### src/rtl/stream_cipher_pkg.sv
package stream_cipher_pkg;

    typedef enum logic [2:0] {
        ST_IDLE,
        ST_KEY,
        ST_KSTART,
        ST_KWAIT,
        ST_FETCH,
        ST_ROUND,
        ST_WRITE,
        ST_DONE
    } seq_state_t;

    typedef struct packed {
        logic key_load;
        logic ks_start;
        logic round_en;
        logic rnd_init;
        logic adv;
        logic we;
        logic done;
    } seq_ctrl_t;

    function automatic int unsigned clog2_min1(input int unsigned n);
        return (n <= 2) ? 1 : $clog2(n);
    endfunction

endpackage

### src/rtl/seq_addr_counter.sv
module seq_addr_counter #(
    parameter int unsigned DEPTH = 32,
    parameter int unsigned AW    = 5
) (
    input  logic          clk,
    input  logic          rst,
    input  logic          en,
    output logic [AW-1:0] addr,
    output logic          at_last
);
    localparam logic [AW-1:0] LAST = AW'(DEPTH - 1);

    always_ff @(posedge clk) begin
        if (rst)
            addr <= '0;
        else if (en)
            addr <= (addr == LAST) ? '0 : addr + AW'(1);
    end

    assign at_last = (addr == LAST);
endmodule

### src/rtl/seq_round_counter.sv
module seq_round_counter #(
    parameter int unsigned ROUNDS = 10,
    parameter int unsigned RW     = 4
) (
    input  logic          clk,
    input  logic          rst,
    input  logic          init,
    input  logic          step,
    input  logic          down,
    output logic [RW-1:0] idx,
    output logic          last
);
    localparam logic [RW-1:0] TOP = RW'(ROUNDS - 1);

    always_ff @(posedge clk) begin
        if (rst)
            idx <= '0;
        else if (init)
            idx <= down ? TOP : '0;
        else if (step)
            idx <= down ? idx - RW'(1) : idx + RW'(1);
    end

    assign last = down ? (idx == '0) : (idx == TOP);
endmodule

### src/rtl/seq_fsm.sv
module seq_fsm
    import stream_cipher_pkg::*;
(
    input  logic      clk,
    input  logic      rst,
    input  logic      go,
    input  logic      decrypt,
    input  logic      ks_ready,
    input  logic      rnd_last,
    input  logic      addr_last,
    output seq_ctrl_t ctrl,
    output logic      dec_mode,
    output logic      first_rnd
);
    seq_state_t state, nxt;

    always_ff @(posedge clk) begin
        if (rst) begin
            state     <= ST_IDLE;
            dec_mode  <= 1'b0;
            first_rnd <= 1'b0;
        end else begin
            state <= nxt;
            if (state == ST_IDLE && go)
                dec_mode <= decrypt;
            if (state == ST_FETCH)
                first_rnd <= 1'b1;
            else if (state == ST_ROUND)
                first_rnd <= 1'b0;
        end
    end

    always_comb begin
        nxt  = state;
        ctrl = '0;
        unique case (state)
            ST_IDLE:   if (go) nxt = ST_KEY;
            ST_KEY: begin
                ctrl.key_load = 1'b1;
                nxt = ST_KSTART;
            end
            ST_KSTART: begin
                ctrl.ks_start = 1'b1;
                nxt = ST_KWAIT;
            end
            ST_KWAIT:  if (ks_ready) nxt = ST_FETCH;
            ST_FETCH: begin
                ctrl.rnd_init = 1'b1;
                nxt = ST_ROUND;
            end
            ST_ROUND: begin
                ctrl.round_en = 1'b1;
                if (rnd_last) nxt = ST_WRITE;
            end
            ST_WRITE: begin
                ctrl.we       = 1'b1;
                ctrl.rnd_init = 1'b1;
                if (addr_last) nxt = ST_DONE;
                else begin
                    ctrl.adv = 1'b1;
                    nxt = ST_FETCH;
                end
            end
            ST_DONE:   ctrl.done = 1'b1;
            default:   nxt = ST_IDLE;
        endcase
    end
endmodule

### src/rtl/stream_cipher_seq.sv
module stream_cipher_seq
    import stream_cipher_pkg::*;
#(
    parameter int unsigned NUM_WORDS  = 32,
    parameter int unsigned NUM_ROUNDS = 10,
    localparam int unsigned AW = clog2_min1(NUM_WORDS),
    localparam int unsigned RW = clog2_min1(NUM_ROUNDS)
) (
    input  logic          clk,
    input  logic          rst,
    input  logic          go,
    input  logic          decrypt,
    input  logic          ks_ready,
    output logic          key_load,
    output logic          ks_start,
    output logic          round_en,
    output logic          use_feedback,
    output logic [RW-1:0] round_idx,
    output logic          rd_addr_en,
    output logic          wr_addr_en,
    output logic [AW-1:0] rd_addr,
    output logic [AW-1:0] wr_addr,
    output logic          mem_we,
    output logic          valid,
    output logic          done
);
    seq_ctrl_t ctrl;
    logic      dec_mode, first_rnd, rnd_last;
    logic      rd_last, wr_last;

    seq_fsm u_fsm (
        .clk       (clk),
        .rst       (rst),
        .go        (go),
        .decrypt   (decrypt),
        .ks_ready  (ks_ready),
        .rnd_last  (rnd_last),
        .addr_last (wr_last),
        .ctrl      (ctrl),
        .dec_mode  (dec_mode),
        .first_rnd (first_rnd)
    );

    seq_round_counter #(.ROUNDS(NUM_ROUNDS), .RW(RW)) u_rnd (
        .clk  (clk),
        .rst  (rst),
        .init (ctrl.rnd_init),
        .step (ctrl.round_en),
        .down (dec_mode),
        .idx  (round_idx),
        .last (rnd_last)
    );

    seq_addr_counter #(.DEPTH(NUM_WORDS), .AW(AW)) u_rd_addr (
        .clk     (clk),
        .rst     (rst),
        .en      (rd_addr_en),
        .addr    (rd_addr),
        .at_last (rd_last)
    );

    seq_addr_counter #(.DEPTH(NUM_WORDS), .AW(AW)) u_wr_addr (
        .clk     (clk),
        .rst     (rst),
        .en      (wr_addr_en),
        .addr    (wr_addr),
        .at_last (wr_last)
    );

    assign key_load     = ctrl.key_load;
    assign ks_start     = ctrl.ks_start;
    assign round_en     = ctrl.round_en;
    assign use_feedback = ctrl.round_en & ~first_rnd;
    assign rd_addr_en   = ctrl.adv;
    assign wr_addr_en   = ctrl.adv;
    assign mem_we       = ctrl.we;
    assign valid        = ctrl.we;
    assign done         = ctrl.done;

    logic unused_rd_last;
    assign unused_rd_last = rd_last;
endmodule

### config.mk
export PLATFORM = sky130hd
export DESIGN_NAME = stream_cipher_seq
export DESIGN_NICKNAME = d
export VERILOG_FILES = /design/src/rtl/stream_cipher_pkg.sv /design/src/rtl/seq_addr_counter.sv /design/src/rtl/seq_round_counter.sv /design/src/rtl/seq_fsm.sv /design/src/rtl/stream_cipher_seq.sv
export SDC_FILE = /design/constraint.sdc
export NUM_CORES = 1
export LEC_CHECK = 0
export BUFFER_PORTS_ARGS = -buffer_cell sky130_fd_sc_hd__buf_2
export CELL_PAD_IN_SITES_DETAIL_PLACEMENT = 0
export CELL_PAD_IN_SITES_GLOBAL_PLACEMENT = 1
export CORE_MARGIN = 2
export CORE_UTILIZATION = 25
export CTS_CLUSTER_SIZE = 30
export DETAILED_ROUTE_END_ITERATION = 12
export PLACE_DENSITY_LB_ADDON = 0.1
export SETUP_SLACK_MARGIN = 0.5
export SKIP_LAST_GASP = 1
export SLEW_MARGIN = 30
export SYNTH_ARGS = -nofsm -noshare
export SYNTH_HDL_FRONTEND = slang
export SYNTH_SLANG_ARGS = --single-unit
### constraint.sdc
create_clock -name clk -period 2.6 [get_ports clk]
set_clock_uncertainty 0.2 [all_clocks]
set_input_delay 0.52 -clock clk [delete_from_list [all_inputs] [get_ports clk]]
set_output_delay 0.52 -clock clk [all_outputs]
set_load 0.02 [all_outputs]
==> metrics.csv, run 1 <==
metric,value,unit
p_sw,0.000152,W
p_seq_frac,0.533,
synth-simple-area-share,0.241,
root_buffer,clkbuf_8,
area_growth,35.6,%
cp.arrival,1.51,ns
synth_cells,121,
post-route-min-period,2.23,ns
p_leak,0.623,nW
ctsLongestPathBuffers,2,
die_h,68.3,um
rsz0062_at_grt,yes,
coreArea,4000,um2
synthMuxAreaShare,0,
post-dp-hpwl,1820,um
cts_tree,done,
place_area,1240,um2
switching_share,0.263,
totalWireLength,2590,um
setup_violations,0,
layout.nets,167,
track_usage,0.128,
path_clk_slew,0.08,ns
fin_area,1400,um2
min_path_type,reg -> reg,
synth_top_family_by_area,simple AND/OR/NAND/NOR gates,
cpPeakStageDelay,0.36,ns
path_max_fanout,4,
drc,0,
drt-initial-drc-count,37,
p_int,0.000428,W
worstPathRequired,1.88,ns
vias_per_cell,4.76,
gp_congestion,0.765,
routedWlPerCell,12.7,um
hold_viol,0,
grt_pass1_vias,950,
drv_cap,0,
ir_drop,0.151,mV
setup_tns,0,ns
synth_compound_area_frac,0.203,
worstSetupPathType,reg -> out,
io_pins,28,
cts_inserted_buffers,3,
drtPass1Iterations,4,
antenna_cells,0,
pwr-share-comb,0.102,
ys_ff_latch,19,
cts.sinks,19,
worstMarginPinSlew,0.425,ns
ant_nets,0,
seq_area_frac_synth,0.368,
die_w,68.3,um
cp-end-kind,primary output,
htreeDepth,1,
clkPwrFrac,0.365,
antenna_found_initial,0,
path_cells,ha_4 > and3_4 > ha_4 > nand4bb_4 > clkinv_4 > buf_6,
fillers,439,
avgSynthCellArea,8.55,um2
crit_slowest_cell,dfxtp_4,
vias,972,
dieArea,4670,um2
crit_path_start_kind,flip-flop,
grt.overflow.total,0,
power_density,414,nW/um2
grt_first_pass_wirelength,4460,um
slew_viol_final,0,
max_freq,449,MHz
syn_area,1030,um2
syn_nets,133,
synthAdderAreaFrac,0.0919,
synth-xor-area-share,0.0339,
rows,23,
clock_latency,0.26,ns
ys_types,41,
ys_warn_count,0,
fin_crit_sh,0.857,
maxSlewHeadroom,0.713,
hold-worst-slack,0.277,ns
start_util,0.259,
crit_top_cell,ha_4,
grt_max_degree,12,
drive_above_1_share,0.364,
portBuffers,27,
outcome,"finished, final reports clean",
what timing repair did:
action                                  CTS  global route
hold buffers                              0             0
endpoints found under the setup margin    5             5
gates resized for setup                  12             1
cloned                                    0             0
buffers inserted                          4             3
hold endpoints to repair                  0             0
pin swaps                                 2             1
worst max-delay path, delay by kind of cell, from the launching register on:
family	cells	cell delay [ns]
adders and majority gates	2	0.30
buffers and inverters	2	0.20
DFF	1	0.36
and+or+nand+nor	2	0.39
power by group through the flow:
stage	sequential (W)	clock [W]	combinational, W
floorplan	0.000309	0	0.0000455
CTS	0.000310	0.000221	0.0000596
global placement	0.000315	0	0.0000574
global route	0.000312	0.000235	0.0000669
finish	0.000310	0.000212	0.0000590
detailed placement	0.000315	0	0.0000572
state kept, by name, summed over array words and instances (netlist names):
register         flops
u_rd_addr.addr       5
u_wr_addr.addr       5
u_rnd.idx            4
u_fsm.state          3
u_fsm.dec_mode       1
u_fsm.first_rnd      1
metrics by stage:
stage | total power (W) | util | worst slack, ns | std cells
after detailed placement | 0.000372 | 0.309 | 0.452 | 193
after global placement | 0.000373 | 0.309 | 0.483 | 193
after CTS | 0.000590 | 0.342 | 0.331 | 201
final | 0.000581 | 0.351 | 0.371 | 204
after global routing | 0.000614 | 0.351 | 0.314 | 204
after floorplan | 0.000354 | - | 0.487 | 121
placed cells by master (no fill, tap or decap), types with 2 or more instances in the layout:
| master | count |
|---|---|
| dfxtp_2 | 4 |
| o21ai_0 | 3 |
| buf_6 | 2 |
| a31oi_1 | 2 |
| nor4b_1 | 2 |
| ha_1 | 4 |
| clkbuf_8 | 3 |
| a22oi_1 | 3 |
| buf_2 | 25 |
| nor2b_1 | 3 |
| nor3b_1 | 2 |
| nor2_1 | 12 |
| nand3_1 | 2 |
| nand2_1 | 11 |
| a21oi_1 | 13 |
| nor3_1 | 3 |
| and3_1 | 2 |
| ha_4 | 2 |
| nand2b_1 | 2 |
| dfxtp_1 | 14 |
| xor2_1 | 3 |
| buf_4 | 10 |
| inv_1 | 3 |
synth_stat cells, drive strengths merged:
master   instances  area (um2)
fa               1        20.0
nand2b           2        12.5
a21oi           13        65.1
a22oi            3        22.5
o211ai           1        7.51
and3b            1        8.76
and3             3        18.8
o21ai            3        15.0
nand2           11        41.3
or4              1        7.51
nand4            1        6.26
a31oi            2        12.5
clkinv           1        3.75
clkbuf           4        15.0
a211oi           1        12.5
xor2             3        26.3
and2             1        6.26
dfxtp           19         380
inv              3        11.3
ha               6        75.1
buf              5        35.0
nor2b            3        18.8
a21bo            1        16.3
a311o            1        10.0
nor4b            2        17.5
nor3             3        15.0
nor3b            3        22.5
nor2            12        45.0
a311oi           1        8.76
nand4bb          1        11.3
a31o             1        8.76
nand3            2        10.0
nand3b           1        7.51
o41ai            1        8.76
xnor2            1        8.76
o22ai            1        6.26
a211o            1        8.76
o31ai            1        7.51
cells by family (layout without fill, tap and decap cells):
family / Yosys count / after routing
adders and majority gates: 7 / 7
AOI/OAI and AO/OA: 31 / 31
DFF: 19 / 19
and+or+nand+nor: 47 / 47
buffers and inverters: 13 / 46
xor gates and xnor gates: 4 / 4
worst paths after layout:
kind	slack, ns	from	depth (start not counted)	endpoint
max	0.37	u_wr_addr.addr[0]	6	wr_addr_en
max reg2reg	0.51	u_wr_addr.addr[0]	7	u_rd_addr.addr[3]
min reg2reg	0.28	u_rd_addr.addr[4]	2	u_rd_addr.addr[4]
min	0.28	u_rd_addr.addr[4]	2	u_rd_addr.addr[4]
per-layer routing:
metal | global-route usage | vias up | routed length, um
li1 | - | 498 | -
met1 | 0.166 | 458 | 1290
met2 | 0.211 | 14 | 1190
met3 | 0.0247 | 2 | 83
met4 | 0.0450 | 0 | 18
met5 | 0 | - | 0
layout make-up:
| cell class | instances | area, um2 | area share |
|---|---|---|---|
| Multi-Input combinational cell | 89 | 642 | 0.458 |
| Sequential cell | 19 | 389 | 0.277 |
| Timing Repair Buffer | 38 | 243 | 0.173 |
| Tap cell | 50 | 62.6 | 0.0446 |
| Clock buffer | 3 | 41.3 | 0.0294 |
| Inverter | 4 | 20.0 | 0.0143 |
| Clock inverter | 1 | 5.00 | 0.00357 |
Power figures use the tool's default switching activity.
==> run 2, diff against run 1 <==
REMOVE_ABC_BUFFERS = 1   (was not set)
SYNTH_HIERARCHICAL = 1   (was not set)
==> run 2 against run 1 <==
Compared with the run above: cell count is 7.4% higher; highest routed layer unchanged; critical path type unchanged; critical endpoint is now rd_addr_en; register-to-register slack worse by 0.29 ns; total power is 16% higher.
==> metrics.csv, run 2 <==
metric,value,unit,change
outcome,"finished, final reports clean",,
setup_violations,0,,unchanged
die_w,71.4,um,+4.4%
start_util,0.261,,+0.00195
coreArea,4350,um2,+8.9%
io_pins,28,,unchanged
synth_cells,124,,+2.5%
fillers,450,,+2.5%
worstHoldStart,decrypt,,
layout.nets,180,,+7.8%
p_seq_frac,0.497,,-0.036
multiInputGateArea,790,um2,+23%
totalWireLength,2960,um,+14%
rows,24,,+4.3%
syn_area,1130,um2,+9.7%
crit_path_start_kind,flip-flop,,
ys_warn_count,6,,+6
gp_congestion,0.706,,-7.7%
switching_share,0.301,,+0.0389
vias,1100,,+13%
power_density,418,nW/um2,+0.92%
wl_met3,131,um,+58%
final_common_cell,buf_2,,
hold_viol,0,,unchanged
grt_pass1_vias,993,,+4.5%
ir_drop,0.246,mV,+62%
drt-met1-wl,1410,um,+9.7%
drtPass1Iterations,4,,unchanged
min_path_type,in -> reg,,
path_max_fanout,3,,-1
grt_first_pass_wirelength,4850,um,+8.6%
drv_cap,0,,unchanged
cts_tree,done,,
worstMarginPinSlew,0.449,ns,+0.0235 ns
synthTopCellsByCount,"19 x dfxtp_1, 16 x nor2_1, 10 x a21oi_1",,
cts.sinks,19,,unchanged
drt-initial-drc-count,51,,+38%
ys_types,43,,+4.9%
clock_latency,0.26,ns,about the same
yosysMostFrequentCell,dfxtp_1,,
ctsLongestPathBuffers,2,,unchanged
vias_per_cell,5.02,,+5.4%
pwr-share-comb,0.184,,+0.082
final_cell_mix,"25 x buf_2, 16 x nor2_1, 13 x buf_4, 13 x dfxtp_1, 9 x a21oi_1",,
seq_area_frac_synth,0.335,,-0.0324
power,0.000672,W,+16%
root_buffer,clkbuf_8,,
largest_registers,"u_rd_addr/addr x5, u_wr_addr/addr x5, u_rnd/idx x4",,
drive_above_1_share,0.461,,+0.0974
path_clk_slew,0.08,ns,about the same
cp-end-kind,primary output,,
ant_nets,0,,unchanged
synthArstFlopShare,0,,unchanged
yosys.area.top_type,dfxtp_1,,
fin_crit_sh,0.931,,+0.0732
track_usage,0.118,,-0.0104
htreeDepth,1,,unchanged
die_h,71.4,um,+4.4%
clkPwrFrac,0.320,,-0.045
cp.arrival,1.70,ns,+0.19 ns
portBuffers,27,,unchanged
antenna_found_initial,0,,unchanged
routedWlPerCell,13.5,um,+6.6%
post-route-min-period,2.42,ns,+0.190 ns
p_sw,0.000202,W,+33%
wl_met2,1380,um,+16%
synth_top_flop_cell,dfxtp_1,,
dieArea,5090,um2,+9.1%
p_int,0.000469,W,+9.6%
synth.top_cell.area_share,0.335,,-0.0324
ys_top_cells_by_area,"dfxtp_1 34%, ha_1 6.6%, mux2i_1 5.3%, nor2_1 5.3%, a21oi_1 4.4%",,
area_growth,41.7,%,
grt_max_degree,24,,+12
drc,0,,unchanged
avgSynthCellArea,9.15,um2,+7.0%
antenna_cells,0,,unchanged
slew_viol_final,0,,unchanged
p_leak,0.686,nW,+10%
maxSlewHeadroom,0.701,,-0.0120
cts_hold_buf,0,,unchanged
worstSetupPathType,reg -> out,,
grt.overflow.total,0,,unchanged
worstPathRequired,1.88,ns,about the same
post-dp-hpwl,1910,um,+5.3%
ys_ff_latch,19,,unchanged
setup_tns,0,ns,unchanged
synth_edf_count,0,,unchanged
regArea,388,um2,-0.32%
r2r_start,u_wr_addr/addr[1],,
startpoint,u_wr_addr/addr[1],,
cts_inserted_buffers,3,,unchanged
rsz0062_at_grt,yes,,
max_freq,413,MHz,-7.9%
top_layer_used,met4,,
==> run 2: cell count changes in the layout (fill, tap and decap cells not counted), sizes merged, moves of 4 or more <==
cell / before / now
mux2i: 0 / 6
buf: 38 / 45
nor2: 12 / 16
nand2: 11 / 4
==> run 2: per-layer routing <==
layer  vias to the layer above  track usage
li1                        553            -
met1                       519        0.163
met3                         4       0.0338
met5                         -            0
met4                         0       0.0314
met2                        24        0.180
==> run 2: worst paths after layout <==
kind / end / slack, ns / cells after the start
max: rd_addr_en / 0.18 / 6
min: u_fsm/dec_mode / 0.31 / 3
max reg2reg: u_wr_addr/addr[3] / 0.22 / 10
min reg2reg: u_rd_addr/addr[3] / 0.33 / 2
==> run 2: power groups by stage <==
stage	clock network (W)	logic (W)	registers (W)
global placement	0	0.000115	0.000339
detailed placement	0	0.000115	0.000337
finish	0.000215	0.000124	0.000334
CTS	0.000229	0.000120	0.000332
floorplan	0	0.0000683	0.000341
global route	0.000246	0.000134	0.000338
==> run 2: worst max-delay path, stage by stage (launching register included) <==
cell and delay (ns):
dfxtp_2 0.34, ha_4 0.16, and3_4 0.18, ha_4 0.16
nor4bb_4 0.29, buf_4 0.19, buf_6 0.12
==> run 2: what timing repair did <==
action                                  CTS  global route
resized for setup                        15            18
pin swaps                                 1             8
endpoints found under the setup margin   14            16
gates cloned                              0             0
setup buffers                             4             8
==> run 2: cell families (layout without fill, tap and decap cells) <==
family,Yosys count,in the layout,share of synthesized area
simple gates,53,53,0.303
compound gates,27,27,0.155
flops,19,19,0.335
buf+inv,10,53,0.0540
fa+ha+maj,7,7,0.0838
mux,6,6,0.0529
xor+xnor,2,2,0.0154
==> run 2: final cells by class <==
type,instances,share of cell area
sequential,19,0.241
tap,52,0.0405
clock buffer,3,0.0257
multi-input combinational,95,0.491
clock inverter,1,0.00311
timing repair buffer,45,0.188
inverter,4,0.0109
==> run 2: through the flow <==
stage / hold slack [ns] / setup WS (ns) / util / std cells / cell area [um2]
after global routing: 0.322 / 0.0832 / 0.369 / 219 / 1610
final: 0.309 / 0.181 / 0.369 / 219 / 1610
after floorplan: 0.316 / -0.958 / - / 118 / 1090
after detailed placement: 0.308 / 0.120 / 0.306 / 203 / 1330
after CTS: 0.309 / 0.175 / 0.338 / 211 / 1470
after global placement: 0.298 / 0.208 / 0.306 / 203 / 1330
==> run 3, diff against run 2 <==
CTS_BUF_LIST = sky130_fd_sc_hd__clkbuf_4   (was not set)
==> run 3 against run 2 <==
Compared with the run above: sequential cell count unchanged; sequential power hardly changed; first-iteration DRC count decreased by 41%; die area did not move; clock-buffer cell count did not move; global-route usage down 0.15 points; register-to-register slack lost 0.06 ns; critical endpoint unchanged.
==> metrics.csv, run 3 (synthesized netlist as in run 2, its figures left out) <==
metric,value,unit,change
totalWireLength,2870,um,-3.0%
cts.sinks,19,,unchanged
rsz0062_at_grt,yes,,
antenna_cells,0,,unchanged
pwr-share-comb,0.195,,+0.011
switching_share,0.321,,+0.0191
clock_latency,0.31,ns,+0.05 ns
grt_first_pass_wirelength,4800,um,-1.1%
vias,1079,,-1.9%
cts_tree,done,,
worstPathRequired,1.88,ns,about the same
holdPathStages,3,,unchanged
worstSetupPathType,reg -> out,,
drive_above_1_share,0.435,,-0.0263
place_area,1330,um2,unchanged
drtPass1Iterations,6,,+2
power_density,409,nW/um2,-2.1%
ant_nets,0,,unchanged
min_path_type,in -> reg,,
fin_area,1510,um2,-6.3%
io_pins,28,,unchanged
place_ws,0.120,ns,unchanged
drv_cap,0,,unchanged
ctsLongestPathBuffers,2,,unchanged
portBuffers,27,,unchanged
root_buffer,clkbuf_4,,
cts_inserted_buffers,3,,unchanged
outcome,"finished, final reports clean",,
slew_viol_final,0,,unchanged
drt-initial-drc-count,30,,-41%
grt_max_degree,24,,unchanged
final_common_cell,buf_2,,
fin_crit_sh,0.949,,+0.0189
setup_tns,0,ns,unchanged
rows,24,,unchanged
drc,0,,unchanged
hold_viol,0,,unchanged
path_max_fanout,3,,unchanged
cp-end-kind,primary output,,
maxSlewHeadroom,0.710,,+0.00855
grt_pass1_vias,1008,,+1.5%
reg2regPathDepth,9,,-1
grt.overflow.total,0,,unchanged
antenna_found_initial,0,,unchanged
fin_ws,0.132,ns,-0.0490 ns
ir_drop,0.196,mV,-20%
vias_per_cell,5.07,,+0.85%
max_freq,405,MHz,-2.0%
worstMarginPinSlew,0.436,ns,-0.0128 ns
coreArea,4350,um2,unchanged
post-dp-hpwl,1910,um,unchanged
setup_violations,0,,unchanged
clkPwrFrac,0.263,,-0.057
final_cell_mix,"24 x buf_2, 16 x nor2_1, 13 x buf_4",,
routedWlPerCell,13.5,um,-0.28%
layout.nets,174,,-3.3%
die_w,71.4,um,unchanged
fillers,451,,+0.22%
track_usage,0.116,,-0.00147
p_int,0.000419,W,-11%
p_seq_frac,0.542,,+0.045
path_clk_slew,0.13,ns,+0.05 ns
crit_path_start_kind,flip-flop,,
start_util,0.261,,unchanged
cp.arrival,1.75,ns,+0.05 ns
area_growth,32.7,%,
htreeDepth,1,,unchanged
die_h,71.4,um,unchanged
post-route-min-period,2.47,ns,+0.0490 ns
largest_registers,"u_rd_addr/addr x5, u_wr_addr/addr x5, u_rnd/idx x4",,
p_sw,0.000197,W,-2.5%
dieArea,5090,um2,unchanged
gp_congestion,0.706,,unchanged
placed_cells,203,,unchanged
p_leak,0.642,nW,-6.4%
final_cells,213,,-2.7%
hold-worst-slack,0.259,ns,-0.0506 ns
==> run 3: changes by cell type in the layout (fill, tap and decap cells not counted), sizes merged <==
cell	delta
buf	-6
==> run 3: final cells by class <==
cell class                      instances  area, um2  area share
Tap cell                               52       65.1      0.0432
Clock inverter                          1       5.00     0.00332
Multi-Input combinational cell         95        764       0.507
Inverter                                4       15.0     0.00997
Clock buffer                            3       22.5      0.0150
Timing Repair Buffer                   39        240       0.159
Sequential cell                        19        394       0.262
==> run 3: per-layer routing <==
layer	vias to the layer above	routed length (um)	share of wire	track usage
li1	537	-	-	-
met1	513	1380	0.48	0.160
met2	25	1330	0.46	0.179
met3	4	128	0.045	0.0338
met4	0	29	0.010	0.0314
met5	-	0	0	0
==> run 3: stage by stage <==
stage          power (W)   util
6_report        0.000616  0.346
5_1_grt         0.000659  0.346
4_1_cts         0.000629  0.335
3_5_place_dp    0.000451  0.306
3_3_place_gp    0.000453  0.306
2_1_floorplan   0.000409      -
==> run 3: worst paths after layout <==
path	from	endpoint	slack (ns)
max reg2reg	u_wr_addr/addr[1]	u_wr_addr/addr[3]	0.16
min	decrypt	u_fsm/dec_mode	0.26
min reg2reg	u_wr_addr/addr[3]	u_wr_addr/addr[3]	0.34
max	u_wr_addr/addr[1]	rd_addr_en	0.13
==> run 3: worst max-delay path, cell delays in order, from the launching register on <==
cell and delay (ns):
dfxtp_2 0.36, ha_4 0.16, and3_4 0.18, ha_4 0.16, nor4bb_4 0.28, buf_4 0.18, buf_6 0.11
==> run 3: power by group through the flow <==
stage | Combinational [W] | Clock (W) | Sequential, W
after global routing | 0.000131 | 0.000190 | 0.000338
after global placement | 0.000115 | 0 | 0.000339
final | 0.000120 | 0.000162 | 0.000334
after detailed placement | 0.000115 | 0 | 0.000337
after CTS | 0.000121 | 0.000175 | 0.000333
after floorplan | 0.0000683 | 0 | 0.000341
==> run 3: timing repair <==
| action | in CTS | in global routing |
|---|---|---|
| hold buffers | 0 | 0 |
| gates resized for setup | 16 | 10 |
| pin swaps | 1 | 2 |
| endpoints found under the setup margin | 16 | 17 |
| setup buffers | 5 | 1 |
